--- src/rtl/txfc_pkg.sv ---
package txfc_pkg;
    localparam int NCLS = 3;

    typedef enum logic [1:0] {
        CLS_POSTED = 2'd0,
        CLS_NONPOST = 2'd1,
        CLS_CPL = 2'd2,
        CLS_NONE = 2'd3
    } tlp_cls_e;
endpackage

--- src/rtl/txfc_cost.sv ---
module txfc_cost #(
    parameter int LEN_W    = 13,
    parameter int DATA_W   = 12,
    parameter int UNIT_LG2 = 4
) (
    input  logic [LEN_W-1:0]  len_i,
    output logic [DATA_W-1:0] cost_o
);
    localparam int SUM_W = LEN_W + 1;
    localparam int ROUND = (1 << UNIT_LG2) - 1;

    logic [SUM_W-1:0] rounded;

    always_comb begin
        rounded = {1'b0, len_i} + SUM_W'(ROUND);
        cost_o  = DATA_W'(rounded >> UNIT_LG2);
    end
endmodule

--- src/rtl/txfc_pool.sv ---
module txfc_pool #(
    parameter int W = 8
) (
    input  logic         clk,
    input  logic         rst_n,
    input  logic [W-1:0] limit_i,
    input  logic         inf_i,
    input  logic [W-1:0] need_i,
    input  logic         take_i,
    output logic [W-1:0] avail_o,
    output logic         ok_o
);
    typedef struct packed {
        logic [W-1:0] used;
    } pool_st_t;

    pool_st_t st_d, st_q;

    always_comb begin
        st_d = st_q;
        if (take_i) begin
            st_d.used = st_q.used + need_i;
        end
        avail_o = limit_i - st_q.used;
        ok_o    = inf_i || (avail_o >= need_i);
    end

    always_ff @(posedge clk) begin
        if (!rst_n) begin
            st_q <= '0;
        end else begin
            st_q <= st_d;
        end
    end
endmodule

--- src/rtl/txfc_rdwin.sv ---
module txfc_rdwin #(
    parameter int RB_W        = 11,
    parameter int RXBUF_BYTES = 1024
) (
    input  logic            clk,
    input  logic            rst_n,
    input  logic [RB_W-1:0] probe_i,
    input  logic            add_i,
    input  logic            ret_i,
    input  logic [RB_W-1:0] ret_bytes_i,
    output logic            fit_o,
    output logic [RB_W-1:0] out_o
);
    localparam int SW = RB_W + 1;

    typedef struct packed {
        logic [RB_W-1:0] out;
    } win_st_t;

    win_st_t st_d, st_q;
    logic [SW-1:0] sum;

    always_comb begin
        st_d  = st_q;
        fit_o = ({1'b0, st_q.out} + {1'b0, probe_i}) <= SW'(RXBUF_BYTES);
        sum   = {1'b0, st_q.out} + (add_i ? {1'b0, probe_i} : '0);
        if (ret_i) begin
            sum = (sum > {1'b0, ret_bytes_i}) ? (sum - {1'b0, ret_bytes_i}) : '0;
        end
        st_d.out = RB_W'(sum);
        out_o    = st_q.out;
    end

    always_ff @(posedge clk) begin
        if (!rst_n) begin
            st_q <= '0;
        end else begin
            st_q <= st_d;
        end
    end
endmodule

--- src/rtl/txfc_credit_gate.sv ---
module txfc_credit_gate
    import txfc_pkg::*;
#(
    parameter int HDR_W       = 8,
    parameter int DATA_W      = 12,
    parameter int LEN_W       = 13,
    parameter int UNIT_LG2    = 4,
    parameter int RXBUF_BYTES = 1024,
    localparam int RB_W       = $clog2(RXBUF_BYTES + 1)
) (
    input  logic                         clk,
    input  logic                         rst_n,
    input  logic [NCLS-1:0][HDR_W-1:0]   lim_hdr_i,
    input  logic [NCLS-1:0][DATA_W-1:0]  lim_data_i,
    input  logic [NCLS-1:0]              inf_hdr_i,
    input  logic [NCLS-1:0]              inf_data_i,
    input  logic                         req_valid_i,
    input  logic [1:0]                   req_cls_i,
    input  logic [LEN_W-1:0]             req_len_i,
    input  logic [RB_W-1:0]              req_rd_bytes_i,
    input  logic                         cpl_ret_valid_i,
    input  logic [RB_W-1:0]              cpl_ret_bytes_i,
    output logic                         grant_o,
    output logic [NCLS-1:0][HDR_W-1:0]   avail_hdr_o,
    output logic [NCLS-1:0][DATA_W-1:0]  avail_data_o
);
    logic [DATA_W-1:0] cost;
    logic [NCLS-1:0]   hdr_ok, dat_ok, take;
    logic              sel_ok, np_fit, np_ok;
    logic [RB_W-1:0]   np_out_bytes;

    txfc_cost #(.LEN_W(LEN_W), .DATA_W(DATA_W), .UNIT_LG2(UNIT_LG2)) cost_i (
        .len_i (req_len_i),
        .cost_o(cost)
    );

    for (genvar c = 0; c < NCLS; c++) begin : g_cls
        txfc_pool #(.W(HDR_W)) hdr_i (
            .clk    (clk),
            .rst_n  (rst_n),
            .limit_i(lim_hdr_i[c]),
            .inf_i  (inf_hdr_i[c]),
            .need_i (HDR_W'(1)),
            .take_i (take[c]),
            .avail_o(avail_hdr_o[c]),
            .ok_o   (hdr_ok[c])
        );
        txfc_pool #(.W(DATA_W)) dat_i (
            .clk    (clk),
            .rst_n  (rst_n),
            .limit_i(lim_data_i[c]),
            .inf_i  (inf_data_i[c]),
            .need_i (cost),
            .take_i (take[c]),
            .avail_o(avail_data_o[c]),
            .ok_o   (dat_ok[c])
        );
    end

    txfc_rdwin #(.RB_W(RB_W), .RXBUF_BYTES(RXBUF_BYTES)) rdwin_i (
        .clk        (clk),
        .rst_n      (rst_n),
        .probe_i    (req_rd_bytes_i),
        .add_i      (take[CLS_NONPOST]),
        .ret_i      (cpl_ret_valid_i),
        .ret_bytes_i(cpl_ret_bytes_i),
        .fit_o      (np_fit),
        .out_o      (np_out_bytes)
    );

    always_comb begin
        sel_ok = 1'b0;
        for (int c = 0; c < NCLS; c++) begin
            if (req_cls_i == 2'(c)) begin
                sel_ok = hdr_ok[c] && dat_ok[c];
            end
        end
        np_ok   = (req_cls_i != CLS_NONPOST) || np_fit;
        grant_o = req_valid_i && sel_ok && np_ok;
        for (int c = 0; c < NCLS; c++) begin
            take[c] = grant_o && (req_cls_i == 2'(c));
        end
    end
endmodule

--- config.mk ---
export PLATFORM = sky130hd
export DESIGN_NAME = txfc_credit_gate
export DESIGN_NICKNAME = d
export VERILOG_FILES = /design/src/rtl/txfc_pkg.sv /design/src/rtl/txfc_cost.sv /design/src/rtl/txfc_pool.sv /design/src/rtl/txfc_rdwin.sv /design/src/rtl/txfc_credit_gate.sv
export SDC_FILE = /design/constraint.sdc
export NUM_CORES = 1
export LEC_CHECK = 0
export BUFFER_PORTS_ARGS = -buffer_cell sky130_fd_sc_hd__buf_2
export CAP_MARGIN = 20
export CORE_MARGIN = 1
export CORE_UTILIZATION = 50
export CTS_BUF_LIST = sky130_fd_sc_hd__clkbuf_8
export DETAILED_ROUTE_END_ITERATION = 16
export GPL_TIMING_DRIVEN = 0
export PLACE_DENSITY_LB_ADDON = 0.12
export SLEW_MARGIN = 40
export SYNTH_ARGS = -nofsm -noshare
export SYNTH_HDL_FRONTEND = slang
export SYNTH_SLANG_ARGS = --single-unit
--- constraint.sdc ---
create_clock -name clk -period 13.8 [get_ports clk]
set_input_delay 0.69 -clock clk [delete_from_list [all_inputs] [get_ports clk]]
set_output_delay 0.69 -clock clk [all_outputs]
set_load 0.005 [all_outputs]
==> summary.txt, run 1 <==
Synthesis
  – Syn_nets: ~1,400
  – Post-Syn Area: around 9100 sq um
  – Post-synthesis sequential area ratio: 0.1564
  – FFs w/ async S/R, synth: 0
  – Post-synth EDFFs: 0
  – Dominant register cell in the synthesized netlist: dfxtp_1
  – Mapped Cells: 1,168
  – Post-synthesis register bit count: between 70 and 80
  – YS warnings: 0
  – Mean Syn Cell Area: roughly 7.8 sq um
  – Synth unique cells: 74

Setup path
  – Critical Path Sink Type: flop
  – CP arrival: between 9 and 10 ns
  – Crit-path max cell delay: roughly 0.61 ns
  – Crit-path max FO: 10
  – Worst EP required: ~14 ns
  – Slowest cell on the critical path: xnor2_1
  – Most used cell, CP: o21ai_0
  – Crit Path Class: primary input to flop
  – Startpoint Class: primary input

Clock network
  – Clock sink count: 71
  – Post-cts sizing count: 0
  – CTS root buf: clkbuf_8
  – CTS Buffer Depth: 2
  – Postcts setup bufs: 0
  – H-tree levels: 3
  – Clock latency on the worst-skew pair: around 0.37 ns
  – CTS tree: built
  – # hold bufs at CTS: 0
  – Cts bufs inserted: 9
  – Worst-path clk slew: about 0.08 ns

Route
  – Top Layer Used: met4
  – Routed met3 length: roughly 1300 um
  – DRT Wirelength: between 20,000 and 25,000 um
  – Routed vias: ~9,000
  – DRC Markers: 0
  – Post-route ant nets: 0
  – Routed met2 length: ~11,000 um
  – Post-Route M1 WL: ~12,000 um
  – DRT Pass-1 Iters: 6
  – DR WL/cell: around 16 um
  – 1st-iter DRT viols: 346
  – Via density: about 5.6

Power
  – PD cells: just under 70 nW/um^2
  – Total power: just over 0.0007 W
  – Leak: about 4.9 nW
  – Worst vdd ir: 0.05217 mV

Finish
  – Most frequent cells in the layout: buf_2 (169), ha_1 (150), inv_1 (130)
  – Commonest non-fill, non-tap cell in the layout: buf_2
  – Layout net count: roughly 1,600
  – Share of cells above drive strength 1: 0.1630
  – Area grow syn2layout: 15.21%
  – N_diodes: 0

STA
  – Setup_tns: 0 ns
  – Final Max Tran Viols: 0
  – RSZ-0062 raised after global routing: false
  – Fin crit share: 0.6803
  – Final Hold Vio Count: 0
  – Clock Skew: roughly 0.008 ns
  – Worst slew margin: 0.4569
  – Slew of the pin with the lowest slew margin: around 0.81 ns
  – F_max: approximately 0.11 GHz
  – Finish-stage setup viols: 0
  – Clock period minus worst slack: about 9.4 ns

Floorplan
  – Die H: approximately 140 um
  – Die extent in x: about 140 um
  – Die ar.: 18,720 sq um
  – Row Count: 48
  – Core Area: 17,540 sq um
  – Starting Density: 0.5183
  – I/O Pins: ~170

GRT
  – Total congestion overflow: 0
  – GRT Overall Usage: 0.2649
  – Initial antenna violation count: 0
  – First-pass GRT wire length: 38,800 um
  – Largest net degree at the start of global routing: 13
  – Vias in the first global route: 8,015

Placed design
  – Detail Placement HPWL: about 20,000 um
  – Routability cong.: around 0.88
  – IO Port Bufs: between 150 and 200

Hold path
  – Worst min-delay path category: flop to flop

Run status
  – Status: completed

Job
  – Maxcap violations: 0
area by class of cell:
| cell class | instances | area, sq um |
|---|---|---|
| flip-flops and latches | 71 | 1421 |
| clock buffers | 9 | 123.9 |
| well taps | 225 | 281.5 |
| repair buffers | 167 | 835.8 |
| plain buffers | 25 | 118.9 |
| multi-input cells | 942 | 7068 |
| clock inverters | 6 | 133.9 |
| fillers | 1694 | 7066 |
| inverters | 130 | 488.0 |
registers in the layout, summed over array words and instances (netlist names):
name              flops
g_cls.dat_i.st_q     36
g_cls.hdr_i.st_q     24
rdwin_i.out_o        11
critical path, delay by kind of cell:
family | cells | cell delay (ns)
AO/OA/AOI/OAI | 11 | 2.86
XOR/XNOR | 2 | 0.75
adder cells (fa/ha/maj) | 4 | 1.29
buffers and inverters | 6 | 1.31
AND/OR/NAND/NOR | 14 | 2.64
cells by family (layout without fill, tap and decap cells):
logic type,Yosys count,after routing,synth area share
flip-flops,71,71,0.1564
AO/OA/AOI/OAI,310,310,0.2320
buffers and inverters,155,337,0.06677
AND/OR/NAND/NOR,356,356,0.1988
XOR/XNOR,91,91,0.08769
multiplexers,23,23,0.02547
adder cells (fa/ha/maj),162,162,0.2329
stage by stage:
step / hold WS [ns] / setup WS [ns] / instance area (sq um) / util / instances
floorplan: 0.4380 / 5.921 / 9089 / - / 1168
global placement: 0.4472 / 3.904 / 10210 / 0.5820 / 1560
detailed placement: 0.4582 / 4.001 / 10210 / 0.5824 / 1560
CTS: 0.4688 / 4.350 / 10470 / 0.5971 / 1575
global route: 0.4905 / 3.639 / 10470 / 0.5971 / 1575
finish: 0.4650 / 4.411 / 10470 / 0.5971 / 1575
Yosys cell counts, types with 4 or more instances:
master / count / area, sq um
or4_1: 18 / 135.1
nand4_1: 13 / 81.33
o31ai_2: 9 / 112.6
a21o_1: 27 / 202.7
nor4_1: 10 / 62.56
or3_1: 8 / 50.05
fa_1: 12 / 240.2
o41ai_1: 7 / 61.31
mux2i_1: 22 / 220.2
buf_4: 4 / 30.03
nor3_1: 28 / 140.1
o311ai_0: 4 / 35.03
o21a_1: 20 / 150.1
xor2_1: 31 / 271.5
nor2_1: 80 / 300.3
o31a_1: 8 / 70.07
ha_1: 150 / 1877
a21boi_0: 4 / 30.03
nand2b_1: 15 / 93.84
nor2b_1: 22 / 137.6
or2_2: 6 / 37.54
a21oi_1: 82 / 410.4
dfxtp_1: 71 / 1421
o31ai_1: 12 / 90.09
and2_1: 7 / 43.79
o21ai_0: 65 / 325.3
o21bai_1: 9 / 67.56
and3_1: 16 / 100.1
xnor2_1: 60 / 525.5
nand3_1: 43 / 215.2
a211oi_1: 13 / 97.59
a31o_2: 4 / 35.03
nand3b_1: 4 / 30.03
o2111ai_1: 5 / 43.79
inv_1: 130 / 488.0
clkbuf_1: 17 / 63.81
nand2_1: 75 / 281.5
o211ai_1: 9 / 67.56
worst paths after layout:
check	depth (start not counted)	from	to	slack, ns
max	37	req_len_i[2]	rdwin_i.out_o[7]$_SDFF_PN0_	4.41
min	2	g_cls[2].hdr_i.st_q[2]$_SDFFE_PN0P_	g_cls[2].hdr_i.st_q[2]$_SDFFE_PN0P_	0.46
max reg2reg	36	g_cls[0].dat_i.st_q[1]$_SDFFE_PN0P_	rdwin_i.out_o[7]$_SDFF_PN0_	5.01
min reg2reg	2	g_cls[2].hdr_i.st_q[2]$_SDFFE_PN0P_	g_cls[2].hdr_i.st_q[2]$_SDFFE_PN0P_	0.46
layer usage:
metal / GRT usage / up-vias
li1: - / 4578
met1: 0.3541 / 4033
met2: 0.4380 / 234
met3: 0.02852 / 37
met4: 0.09829 / 0
met5: 0 / -
report_power, final:
| part | internal (W) | total [W] | switching (W) | leakage [nW] |
|---|---|---|---|---|
| sequential | 0.000209 | 0.000213 | 0.00000397 | 0.574 |
| clock | 0.000137 | 0.000226 | 0.0000886 | 0.129 |
| combinational | 0.000123 | 0.000278 | 0.000155 | 4.19 |
| total | 0.000469 | 0.000717 | 0.000248 | 4.90 |
(Power assumes the default switching activity.)
==> run 2: changes to the inputs <==
Settings changed: ABC_AREA set to 1.
Clock period 13.8 ns to 8.3 ns, I/O delays scaled along.
==> run 2 against run 1 <==
- critical path type unchanged
- worst setup slack lost 3.7 ns
- clock skew grew 0.0046 ns
- register-to-register slack lost 3.8 ns
==> summary.txt, run 2 <==
Synthesis
  – Post-synth EDFFs: 0
  – Mapped Cells: approximately 1,500
  – Area leader, netlist: ha_1
  – Post-synthesis register bit count: between 70 and 80
  – Mean Syn Cell Area: 6.411 sq um
  – YS warnings: 0
  – FFs w/ async S/R, synth: 0
  – Synth top cells by count: nand2_1 (323), inv_1 (269), ha_1 (150), a21oi_1 (144), nor2_1 (128)
  – Post-Syn Area: roughly 9500 sq um
  – Dominant register cell in the synthesized netlist: dfxtp_1
  – Most common cell in the netlist: nand2_1
  – Post-synthesis sequential area ratio: 0.1489
  – Yosys top cell area share: 0.1966
  – Synth unique cells: approximately 50
  – Syn_nets: around 1,800
  – Top post-synthesis cells by area: ha_1 (20%), dfxtp_1 (15%), nand2_1 (13%)

STA
  – RSZ-0062 raised after global routing: false
  – Slew of the pin with the lowest slew margin: roughly 0.68 ns
  – WHS: ~0.45 ns
  – Final Max Tran Viols: 0
  – Finish-stage setup viols: 0
  – Setup_tns: 0 ns
  – Clock Skew: 0.01245 ns
  – Final Hold Vio Count: 0
  – Fin crit share: 0.9085
  – Clock period minus worst slack: approximately 7.5 ns
  – F_max: 0.1326 GHz
  – Post-route setup slack: ~0.76 ns
  – Worst slew margin: 0.5448

GRT
  – Largest net degree at the start of global routing: 12
  – First-pass GRT wire length: 41,730 um
  – Vias in the first global route: between 8,000 and 9,000
  – GRT Overall Usage: 0.2667
  – Total congestion overflow: 0
  – Initial antenna violation count: 0

Finish
  – Share of cells above drive strength 1: 0.1358
  – Layout net count: 1,935
  – Most frequent cells in the layout: nand2_1 (323), inv_1 (271), buf_2 (169)
  – N_diodes: 0
  – Most flops, register: g_cls.dat_i.st_q
  – Core Util, Final: 0.5801
  – Area grow syn2layout: 13.67%
  – Largest register FFs: 36
  – Commonest non-fill, non-tap cell in the layout: nand2_1

Run status
  – Status: completed

Hold path
  – Hold path startpoint: cpl_ret_valid_i
  – WHS Endpoint: rdwin_i.out_o[10]$_SDFF_PN0_
  – Worst min-delay path category: primary input to flop
  – Worst Hold Depth: 3

Power
  – Leak: 5.799 nW
  – PD cells: 110.5 nW/um^2
  – Worst vdd ir: between 0.07 and 0.08 mV

Setup path
  – Critical Path Sink Type: flop
  – Reg-to-reg startpoint: g_cls[0].dat_i.st_q[1]$_SDFFE_PN0P_
  – Most used cell, CP: nor2_1
  – Startpoint Class: primary input
  – Reg2Reg Setup Slack: around 1.2 ns
  – CP arrival: 7.84 ns
  – Worst EP required: roughly 8.6 ns
  – Crit-path max cell delay: approximately 0.45 ns
  – Crit-path max FO: 10
  – Path depth of the worst reg2reg path: 41
  – Crit Path Class: primary input to flop
  – Critical R2R Capture: rdwin_i.out_o[9]$_SDFF_PN0_
  – Slowest cell on the critical path: nor2_2

Floorplan
  – Die ar.: about 20,000 sq um
  – Starting Density: 0.5104
  – Die H: ~140 um
  – Row Count: 50
  – Core Area: 18,710 sq um
  – I/O Pins: about 170
  – Die extent in x: 140.2 um

Clock network
  – CTS tree: built
  – CTS root buf: clkbuf_8
  – CTS Buffer Depth: 2
  – Clock latency on the worst-skew pair: about 0.37 ns
  – H-tree levels: 3
  – Worst-path clk slew: around 0.08 ns
  – Cts bufs inserted: 9
  – Clock sink count: 71

Route
  – Routed vias: around 9,700
  – 1st-iter DRT viols: about 400
  – DRT Pass-1 Iters: 5
  – DRT Wirelength: 25,890 um
  – DR WL/cell: approximately 14 um
  – Post-route ant nets: 0
  – Via density: 5.070
  – DRC Markers: 0

Placed design
  – DP Worst Slack: ~0.18 ns
  – Routability cong.: 0.8948
  – Detail Placement HPWL: around 22,000 um
  – IO Port Bufs: 166

Job
  – Maxcap violations: 0
[run 2: kinds of logic after synthesis]
logic type,after synthesis,share of synthesized area
buf+inv,293,0.1203
fa+ha+maj,162,0.2218
xor+xnor,87,0.07982
flops,71,0.1489
compound gates,251,0.1443
simple gates,625,0.2849
[run 2: per-stage QoR]
step,cell area [sq um],std cells,total power [W]
after floorplan,9547,1489,0.0007665
after global placement,10670,1889,0.0009301
after detailed placement,10670,1889,0.0009397
after CTS,10850,1905,0.001203
after global routing,10850,1905,0.001300
final,10850,1905,0.001199
[run 2: worst max-delay path by stage]
stage            startpoint                           to  slack, ns  cells past startpoint
2_1_floorplan  req_len_i[1]  rdwin_i.out_o[9]$_SDFF_PN0_       2.24                     46
3_3_place_gp   req_len_i[1]  rdwin_i.out_o[9]$_SDFF_PN0_       0.01                     47
3_5_place_dp   req_len_i[1]  rdwin_i.out_o[9]$_SDFF_PN0_       0.18                     49
4_1_cts        req_len_i[1]  rdwin_i.out_o[9]$_SDFF_PN0_       0.55                     49
5_1_grt        req_len_i[1]  rdwin_i.out_o[9]$_SDFF_PN0_       0.20                     47
6_report       req_len_i[1]  rdwin_i.out_o[9]$_SDFF_PN0_       0.76                     47
[run 2: final cells by class]
type | instances | area [sq um]
clock buffers | 11 | 151.4
multi-input cells | 1125 | 6982
repair buffers | 166 | 830.8
fillers | 1924 | 7854
plain buffers | 21 | 127.6
clock inverters | 5 | 25.02
flip-flops and latches | 71 | 1421
inverters | 272 | 1021
well taps | 234 | 292.8
[run 2: metal layers]
metal	GRT usage	up-vias	share of wire
met5	0	-	0
met4	0.09543	0	0.027
met2	0.4639	187	0.47
met1	0.3434	4256	0.47
li1	-	5175	-
met3	0.02359	40	0.033
[run 2: where the power goes]
part	internal [W]	switching [W]
combinational	0.000233	0.000341
sequential	0.000353	0.00000985
clock	0.000122	0.000141
total	0.000707	0.000492
[run 2: critical path: cells and delay by family]
kind	cells	cell delay (ns)
AND/OR/NAND/NOR	23	3.16
adder cells (fa/ha/maj)	4	1.14
AO/OA/AOI/OAI	9	1.73
buffers and inverters	10	1.18
XOR/XNOR	1	0.15
[run 2: repair_timing]
action | 4_1_cts | 5_1_grt
endpoints found under the setup margin | 0 | 6
resized for setup | 0 | 1
hold buffers | 0 | 0
setup buffers | 0 | 0
==> run 3: changes to the inputs <==
==> constraint.sdc (replaced) <==
create_clock -name clk -period 8.3 [get_ports clk]
set_input_delay 2.49 -clock clk [delete_from_list [all_inputs] [get_ports clk]]
set_output_delay 2.49 -clock clk [all_outputs]
set_load 0.005 [all_outputs]
==> run 3 against run 2 <==
- global-route usage up 0.16 points
- flip-flop and latch count unchanged
- first-iteration DRC count up 7.5%
- design area up 3.1%
- cell count up 1.1%
- sequential power about the same
- critical path depth down 21
- highest routed layer unchanged
- die area unchanged
==> summary.txt, run 3 (synthesis results as in run 2) <==
Setup path
  – Crit. path cell count: 26
  – CP arrival: 5.48 ns
  – Path depth of the worst reg2reg path: 39
  – Buf/Inv on CP: 7
  – Setup crit end: grant_o
  – Crit Path Class: primary input to output pin
  – Crit path max-delay family: simple AND/OR/NAND/NOR gates
  – Crit-path max FO: 9
  – Slowest cell on the critical path: ha_1
  – Reg2Reg Setup Slack: between 2 and 2.5 ns
  – Critical R2R Capture: rdwin_i.out_o[10]$_SDFF_PN0_
  – Reg-to-reg startpoint: g_cls[1].dat_i.st_q[2]$_SDFFE_PN0N_
  – Crit-path max cell delay: 0.30 ns
  – Worst EP required: 5.81 ns
  – Worst Setup SP: req_len_i[1]
  – Critical Path Sink Type: output pin
  – Startpoint Class: primary input

Clock network
  – CTS root buf: clkbuf_8
  – CTS tree: built
  – CTS Buffer Depth: 2
  – H-tree levels: 3
  – Clock sink count: 71
  – Clock latency on the worst-skew pair: about 0.37 ns
  – # hold bufs at CTS: 0
  – Cts bufs inserted: 9
  – Worst-path clk slew: approximately 0.080 ns

STA
  – Setup_tns: 0 ns
  – Clock Skew: 0.01410 ns
  – F_max: 0.1255 GHz
  – Post-route setup slack: approximately 0.33 ns
  – Clock period minus worst slack: about 8.0 ns
  – Worst slew margin: 0.4987
  – Final Max Tran Viols: 0
  – Slew of the pin with the lowest slew margin: between 0.7 and 0.8 ns
  – Finish-stage setup viols: 0
  – Final Hold Vio Count: 0
  – Fin crit share: 0.9598

Power
  – Worst vdd ir: 0.07395 mV
  – Clock Power Share: 0.214
  – Leak: around 5.9 nW
  – Reg power frac: 0.296
  – Combinational Power Share: 0.490
  – Total power: ~0.0012 W
  – PD cells: approximately 110 nW/um^2
  – Pint: between 0.0007 and 0.0008 W
  – Sw Share: 0.4098
  – Psw: about 0.0005 W

Route
  – DRC Markers: 0
  – Post-route ant nets: 0
  – DRT Pass-1 Iters: 5
  – Routed vias: 9,818
  – DR WL/cell: 13.67 um
  – Via density: 5.098
  – DRT Wirelength: about 26,000 um
  – 1st-iter DRT viols: 432

GRT
  – Vias in the first global route: 9,074
  – Total congestion overflow: 0
  – Largest net degree at the start of global routing: 12
  – Initial antenna violation count: 0
  – First-pass GRT wire length: about 42,000 um
  – GRT Overall Usage: 0.2683

Finish
  – Most frequent cells in the layout: nand2_1 (316), inv_1 (267), buf_2 (168)
  – Most flops, register: g_cls.dat_i.st_q
  – N_diodes: 0
  – Commonest non-fill, non-tap cell in the layout: nand2_1
  – Largest register FFs: 36
  – Share of cells above drive strength 1: 0.1667
  – Layout net count: 1,956
  – Fin area: 11,190 sq um
  – Area grow syn2layout: 17.22%

Job
  – Maxcap violations: 0

Floorplan
  – Row Count: 50
  – Die H: roughly 140 um
  – Die extent in x: 140.2 um
  – Starting Density: 0.5104
  – I/O Pins: roughly 170
  – Core Area: between 15,000 and 20,000 sq um
  – Die ar.: 19,650 sq um

Placed design
  – IO Port Bufs: 166
  – Detail Placement HPWL: around 22,000 um
  – Routability cong.: between 0.8 and 0.9
  – DP Worst Slack: -1.891 ns
  – Placed Area: roughly 11,000 sq um

Run status
  – Status: completed

Hold path
  – Worst min-delay path category: flop to flop
==> run 3: repair_timing <==
action	4_1_cts	5_1_grt
gates cloned	1	1
pin swaps	7	14
setup endpoints to repair	12	12
buffers inserted	7	13
hold endpoints to repair	0	0
resized for setup	15	36
==> run 3: how the worst min path moves through the flow <==
stage,from,endpoint,slack (ns),depth (start not counted)
2_1_floorplan,g_cls[1].hdr_i.st_q[4]$_SDFFE_PN0N_,g_cls[1].hdr_i.st_q[4]$_SDFFE_PN0N_,0.45,2
3_3_place_gp,g_cls[1].hdr_i.st_q[4]$_SDFFE_PN0N_,g_cls[1].hdr_i.st_q[4]$_SDFFE_PN0N_,0.46,2
3_5_place_dp,g_cls[1].hdr_i.st_q[4]$_SDFFE_PN0N_,g_cls[1].hdr_i.st_q[4]$_SDFFE_PN0N_,0.47,2
4_1_cts,g_cls[1].hdr_i.st_q[4]$_SDFFE_PN0N_,g_cls[1].hdr_i.st_q[4]$_SDFFE_PN0N_,0.48,2
5_1_grt,g_cls[2].hdr_i.st_q[6]$_SDFFE_PN0P_,g_cls[2].hdr_i.st_q[6]$_SDFFE_PN0P_,0.51,2
6_report,g_cls[1].hdr_i.st_q[4]$_SDFFE_PN0N_,g_cls[1].hdr_i.st_q[4]$_SDFFE_PN0N_,0.48,2
==> run 3: power groups by stage <==
stage               Combinational (W)  Sequential, W  Clock, W
global placement             0.000560       0.000370         0
CTS                          0.000580       0.000362  0.000267
global route                 0.000683       0.000364  0.000280
floorplan                    0.000399       0.000367         0
detailed placement           0.000569       0.000370         0
finish                       0.000601       0.000362  0.000263
==> run 3: cell type report <==
type                       instances  area, sq um
buffer                            20        122.6
timing repair buffer             187        988.4
clock buffer                      11        151.4
multi-input combinational       1126         7163
clock inverter                     5        25.02
inverter                         272         1026
sequential                        71         1421
fill                            1903         7515
tap                              234        292.8
==> run 3: stage by stage <==
stage	util	std cells	hold WS, ns
after floorplan	-	1489	0.4496
after global placement	0.5704	1889	0.4561
after global routing	0.5983	1926	0.5138
final	0.5983	1926	0.4809
after CTS	0.5855	1913	0.4803
after detailed placement	0.5706	1889	0.4685
==> run 3: worst register-to-register path: cells and delay by family, from the launching register on <==
kind / cells / cell delay (ns)
buffers and inverters: 6 / 0.68
and+or+nand+nor: 17 / 1.78
adders and majority gates: 4 / 1.16
xor gates and xnor gates: 2 / 0.36
DFF: 1 / 0.38
AOI/OAI and AO/OA: 10 / 1.57
==> run 3: metal layers <==
metal | up-vias | routed length [um] | global-route usage
met4 | 0 | 824 | 0.1082
met2 | 194 | 12420 | 0.4642
met1 | 4356 | 12290 | 0.3432
met3 | 46 | 797 | 0.02359
met5 | - | 0 | 0
li1 | 5222 | - | -
